==> src/rtl/slalu_pkg.sv <==
package slalu_pkg;

  localparam int OP_W  = 3;
  localparam int LUT_W = 8;
  localparam int AUX_W = LUT_W - 2;

  typedef enum logic [OP_W-1:0] {
    OP_ADD   = 3'd0,
    OP_SUB   = 3'd1,
    OP_AND   = 3'd2,
    OP_OR    = 3'd3,
    OP_XOR   = 3'd4,
    OP_PASSB = 3'd5,
    OP_SHL   = 3'd6,
    OP_INC   = 3'd7
  } alu_op_e;

  typedef struct packed {
    logic [AUX_W-1:0] aux;
    logic             next_s;
    logic             res;
  } lut_word_t;

  // value of the fed-back state bit before bit 0
  function automatic logic init_state(alu_op_e code);
    return (code == OP_SUB) || (code == OP_INC);
  endfunction

endpackage

==> src/rtl/alu_lut.sv <==
module alu_lut
  import slalu_pkg::*;
(
  input  alu_op_e   op,
  input  logic      a,
  input  logic      b,
  input  logic      s,
  output lut_word_t word
);

  logic nb;
  assign nb = ~b;

  always_comb begin
    word        = '0;
    word.aux[0] = a & b;
    word.aux[1] = a ^ b;
    unique case (op)
      OP_ADD: begin
        word.res    = a ^ b ^ s;
        word.next_s = (a & b) | (a & s) | (b & s);
      end
      OP_SUB: begin
        word.res    = a ^ nb ^ s;
        word.next_s = (a & nb) | (a & s) | (nb & s);
      end
      OP_AND:   word.res = a & b;
      OP_OR:    word.res = a | b;
      OP_XOR:   word.res = a ^ b;
      OP_PASSB: word.res = b;
      OP_SHL: begin
        word.res    = s;
        word.next_s = a;
      end
      OP_INC: begin
        word.res    = a ^ s;
        word.next_s = a & s;
      end
      default: word = '0;
    endcase
  end

endmodule

==> src/rtl/alu_bitctr.sv <==
module alu_bitctr #(
  parameter int WIDTH = 16
) (
  input  logic clk,
  input  logic rst,
  input  logic launch,
  output logic busy,
  output logic last,
  output logic done
);

  localparam int CW = (WIDTH > 1) ? $clog2(WIDTH) : 1;
  localparam logic [CW-1:0] LAST_IDX = CW'(WIDTH - 1);

  logic [CW-1:0] cnt;

  assign last = busy && (cnt == LAST_IDX);

  always_ff @(posedge clk) begin
    if (rst) begin
      busy <= 1'b0;
      cnt  <= '0;
      done <= 1'b0;
    end else begin
      done <= 1'b0;
      if (launch) begin
        busy <= 1'b1;
        cnt  <= '0;
      end else if (busy) begin
        cnt <= cnt + 1'b1;
        if (last) begin
          busy <= 1'b0;
          cnt  <= '0;
          done <= 1'b1;
        end
      end
    end
  end

  // a running count advances by one each cycle, never restarts
  p_count_step_r2: assert property (@(posedge clk) disable iff (rst)
    (busy && !last) |=> (busy && cnt == $past(cnt) + 1'b1));

  // done is a single-cycle strobe
  p_done_pulse_r11: assert property (@(posedge clk) disable iff (rst)
    done |=> !done);

endmodule

==> src/rtl/alu_flags.sv <==
module alu_flags (
  input  logic clk,
  input  logic rst,
  input  logic launch,
  input  logic step,
  input  logic last,
  input  logic res,
  input  logic next_s,
  output logic zero_flag,
  output logic carry_flag
);

  always_ff @(posedge clk) begin
    if (rst) begin
      zero_flag  <= 1'b0;
      carry_flag <= 1'b0;
    end else if (launch) begin
      zero_flag  <= 1'b1;
      carry_flag <= 1'b0;
    end else begin
      if (step && res) zero_flag <= 1'b0;
      if (last)        carry_flag <= next_s;
    end
  end

  // once cleared, zero stays cleared until a new operation
  p_zero_sticky_r10: assert property (@(posedge clk) disable iff (rst)
    (!launch && !zero_flag) |=> !zero_flag);

  // carry only moves at the last bit or an accepted start
  p_carry_hold_r4: assert property (@(posedge clk) disable iff (rst)
    (!launch && !last) |=> $stable(carry_flag));

endmodule

==> src/rtl/serial_lut_alu.sv <==
module serial_lut_alu
  import slalu_pkg::*;
#(
  parameter int WIDTH = 16
) (
  input  logic             clk,
  input  logic             rst,
  input  logic             start,
  input  logic [OP_W-1:0]  op,
  input  logic             a_bit,
  input  logic             b_bit,
  output logic             busy,
  output logic             res_bit,
  output logic             res_valid,
  output logic [AUX_W-1:0] aux_out,
  output logic             done,
  output logic             zero_flag,
  output logic             carry_flag
);

  logic      launch;
  logic      last;
  logic      state_q;
  alu_op_e   op_q;
  lut_word_t word;

  assign launch = start && !busy;

  alu_bitctr #(.WIDTH(WIDTH)) u_ctr (
    .clk    (clk),
    .rst    (rst),
    .launch (launch),
    .busy   (busy),
    .last   (last),
    .done   (done)
  );

  alu_lut u_lut (
    .op   (op_q),
    .a    (a_bit),
    .b    (b_bit),
    .s    (state_q),
    .word (word)
  );

  alu_flags u_flags (
    .clk        (clk),
    .rst        (rst),
    .launch     (launch),
    .step       (busy),
    .last       (last),
    .res        (word.res),
    .next_s     (word.next_s),
    .zero_flag  (zero_flag),
    .carry_flag (carry_flag)
  );

  always_ff @(posedge clk) begin
    if (rst) begin
      op_q      <= OP_ADD;
      state_q   <= 1'b0;
      res_bit   <= 1'b0;
      res_valid <= 1'b0;
      aux_out   <= '0;
    end else begin
      res_valid <= busy;
      if (launch) begin
        op_q    <= alu_op_e'(op);
        state_q <= init_state(alu_op_e'(op));
      end else if (busy) begin
        state_q <= word.next_s;
        res_bit <= word.res;
        aux_out <= word.aux;
      end
    end
  end

  // a result bit is valid exactly one cycle after a bit step
  p_valid_follows_r3: assert property (@(posedge clk) disable iff (rst)
    busy |=> res_valid);

  // done coincides with the final valid bit and an idle counter
  p_done_last_r11: assert property (@(posedge clk) disable iff (rst)
    done |-> (res_valid && !busy));

  // the operation code is frozen while an operation runs
  p_op_frozen_r2: assert property (@(posedge clk) disable iff (rst)
    (busy && start) |=> $stable(op_q));

  // reserved table bits stay zero
  p_aux_hi_zero_r12: assert property (@(posedge clk) disable iff (rst)
    res_valid |-> (aux_out[AUX_W-1:2] == '0));

endmodule

==> config.mk <==
export PLATFORM = sky130hd
export DESIGN_NAME = serial_lut_alu
export DESIGN_NICKNAME = d
export VERILOG_FILES = /design/src/rtl/slalu_pkg.sv /design/src/rtl/alu_lut.sv /design/src/rtl/alu_bitctr.sv /design/src/rtl/alu_flags.sv /design/src/rtl/serial_lut_alu.sv
export SDC_FILE = /design/constraint.sdc
export NUM_CORES = 1
export LEC_CHECK = 0
export ABC_AREA = 1
export BUFFER_PORTS_ARGS = -buffer_cell sky130_fd_sc_hd__buf_2
export CAP_MARGIN = 10
export CORE_MARGIN = 2
export CORE_UTILIZATION = 46
export CTS_BUF_LIST = sky130_fd_sc_hd__clkbuf_16
export DETAILED_ROUTE_END_ITERATION = 10
export GPL_ROUTABILITY_DRIVEN = 0
export PLACE_DENSITY = 0.68
export SLEW_MARGIN = 20
export SYNTH_ARGS = -nofsm -noshare
export SYNTH_HDL_FRONTEND = slang
export SYNTH_HIERARCHICAL = 1
export SYNTH_SLANG_ARGS = --single-unit
==> constraint.sdc <==
create_clock -name clk -period 1.8 [get_ports clk]
set_input_delay 0.36 -clock clk [delete_from_list [all_inputs] [get_ports clk]]
set_output_delay 0.36 -clock clk [all_outputs]
set_load 0.02 [all_outputs]
==> impl_metrics.json <==
{
  "outcome": "finished, final reports clean",
  "drc_errors": 0,
  "dr_wl_met3_um": 97,
  "p_leak_nw": 0.644,
  "antennaDiodeCount": 0,
  "required_ps": 1940,
  "rsz0062_at_grt": "false",
  "cts_resized": 0,
  "critPathMaxStageDelay_ps": 350,
  "post-route-worst-setup-slack_ps": 340,
  "drv_cap": 0,
  "dpl.hpwl_mm": 1.71,
  "syn-cell-area_mm2": 0.00109,
  "io_buffer_count": 19,
  "drt_wl_total_mm": 2.25,
  "wl_met1_mm": 1.09,
  "setup-tns-final_ps": 0,
  "vdd_ir_drop_max_mv": 0.959,
  "seqPwrFrac_pct": 38.6,
  "p_int_mw": 0.983,
  "rows": 17,
  "ys_ff_latch": 20,
  "sw_frac_of_total_pct": 24.3,
  "cp.arrival_ps": 1600,
  "min_path_type": "primary input to flip-flop",
  "grt_max_degree": 13,
  "totalPowerFinal_mw": 1.30,
  "syn_inst": 164,
  "place_ws_ps": 76.5,
  "numCtsBuffers": 3,
  "slew_viol_final": 0,
  "combPwrFrac_pct": 15.4,
  "finalHoldViolations": 0,
  "viasPerCell": 4.80,
  "grt_pass1_wl_mm": 3.99,
  "vias": 1023,
  "fp.coreArea_mm2": 0.00223,
  "tritoncts": "yes",
  "postSynthAreaPerCell_um2": 6.65,
  "ioPinCount": 20,
  "clock_path_buffers": 2,
  "die_w_um": 52.7,
  "power.density_mw_per_mm2": 1000,
  "final.setup_skew_ps": 2.41,
  "area_growth_pct": 18.8,
  "cp-start-kind": "primary input",
  "ctsHoldBuffers": 0,
  "crit_fanout": 6,
  "timing.final.crit_share_pct": 81.1,
  "ys_seq_area_share_pct": 36.7,
  "htree_levels": 1,
  "end_kind": "flip-flop",
  "fill_cells": 218,
  "path_cells": "buf_2, inv_1, ha_1, inv_1, nand3_1, nand2_1, inv_1, nand2_1, nand2_1, nand2_1, nand2_1, nand2_1, nand2_1, nand2_1, a21oi_1",
  "critical_path_class": "primary input to flip-flop",
  "synth_warnings": 6,
  "firstDrtPassIters": 4,
  "antenna_found_initial": 0,
  "yosysUniqueCellTypes": 24,
  "p_sw_mw": 0.315,
  "start_util_pct": 48.9,
  "postCtsSetupBuffers": 0,
  "die_h_um": 52.7,
  "ant_nets": 0,
  "drive_gt1_share_pct": 17.3,
  "finalNetCount": 198,
  "max_freq_mhz": 685,
  "grt_pass1_vias": 921,
  "setup_viol": 0,
  "clkLatencyLatePin_ps": 250,
  "cts.sinks": 20,
  "slowest_stage": "ha_1",
  "ctsRootBufferMaster": "clkbuf_16",
  "overflow": 0,
  "path_clk_slew_ps": 50,
  "dieArea_mm2": 0.00278,
  "wl_per_cell_um": 10.5,
  "p_clk_share_pct": 46.1,
  "wl_met2_mm": 1.02,
  "highest-signal-layer": "met4",
  "drt_iter0_drc": 18,
  "grt_use_total_pct": 19.2,
  "layout_min_cycle_time_ps": 1460,
  "crit_top_cell": "nand2_1"
}
placed cells by master (no fill, tap or decap), types with 3 or more instances in the layout:
cell type and count:
nor2_1 33, nand2_1 33, inv_1 23, dfxtp_1 20
buf_2 19, o21ai_0 12, a21oi_1 9, nand3_1 5
ha_1 4, conb_1 4, clkbuf_16 3, nor3_1 3
per-stage QoR:
step	hold slack [ps]	util, %	area, um2	instances
CTS	370	58.0	1300	213
global route	374	58.0	1300	213
detailed placement	457	53.3	1190	209
global placement	460	53.3	1190	209
floorplan	429	-	1100	167
finish	366	58.0	1300	213
sequential cells by signal, indices dropped and copies added, names as in the netlist:
| register | flops |
|---|---|
| aux_out | 6 |
| res_bit | 1 |
| res_valid | 1 |
| u_flags/zero_flag | 1 |
| u_ctr/cnt | 4 |
| u_ctr/busy | 1 |
| op_q | 3 |
| state_q | 1 |
| u_flags/carry_flag | 1 |
| u_ctr/done | 1 |
Yosys cell counts:
cell type / n / share of area (%)
ha_1: 4 / 4.6
clkinv_1: 1 / 0.34
nor2_2: 1 / 0.57
buf_4: 5 / 3.4
conb_1: 1 / 0.34
a21oi_1: 9 / 4.1
o21ai_1: 2 / 0.92
o21ai_0: 12 / 5.5
nor3_1: 3 / 1.4
nand2_1: 33 / 11
nand3_2: 1 / 0.92
nor2_4: 1 / 1.0
a211oi_1: 1 / 0.69
inv_1: 23 / 7.9
inv_8: 1 / 1.0
nand2_2: 1 / 0.57
inv_2: 2 / 0.69
o2111ai_1: 1 / 0.80
dfxtp_1: 20 / 37
nand2_4: 1 / 1.0
nand3_1: 5 / 2.3
o211ai_1: 2 / 1.4
nor2_1: 33 / 11
buf_6: 1 / 1.0
final timing paths:
| path | start | to | slack, ps | cells past startpoint |
|---|---|---|---|---|
| max | a_bit | u_flags/zero_flag | 340 | 15 |
| min | rst | u_flags/zero_flag | 370 | 2 |
| max reg2reg | op_q[0] | u_flags/zero_flag | 380 | 8 |
| min reg2reg | u_flags/zero_flag | u_flags/zero_flag | 460 | 2 |
logic make-up (layout without fill, tap and decap cells):
kind of cell    count (synthesis)  after routing  synth area share [%]
compound gates                 27             27                  13.4
buf+inv                        33             51                  14.4
flops                          20             20                  36.7
fa+ha+maj                       4              4                  4.59
simple gates                   79             79                  30.5
other cells                     1              4                 0.344
metal layers:
metal / GRT usage [%] / vias up
met5: 0 / -
met4: 8.97 / 0
met3: 2.57 / 5
met2: 30.4 / 25
met1: 25.6 / 447
li1: - / 546
worst max-delay path, delay by kind of cell:
kind	cells	cell delay [ps]
simple gates	9	510
buf+inv	4	320
fa+ha+maj	1	350
compound gates	1	50
power groups by stage:
stage / logic, mW / registers (mW) / clock network (mW)
after floorplan: 0.130 / 0.525 / 0
after global placement: 0.192 / 0.509 / 0
after detailed placement: 0.198 / 0.510 / 0
after CTS: 0.200 / 0.501 / 0.608
after global routing: 0.226 / 0.506 / 0.625
final: 0.199 / 0.501 / 0.599
final cells by class:
| type | count | area (um2) | area share (%) |
|---|---|---|---|
| Multi-Input combinational cell | 114 | 544 | 42.0 |
| Clock buffer | 3 | 75.1 | 5.79 |
| Sequential cell | 20 | 400 | 30.9 |
| Inverter | 27 | 109 | 8.40 |
| Tap cell | 28 | 35.0 | 2.70 |
| Clock inverter | 1 | 30.0 | 2.32 |
| Timing Repair Buffer | 20 | 103 | 7.92 |
Note: power is estimated with default switching activity, not from simulation.
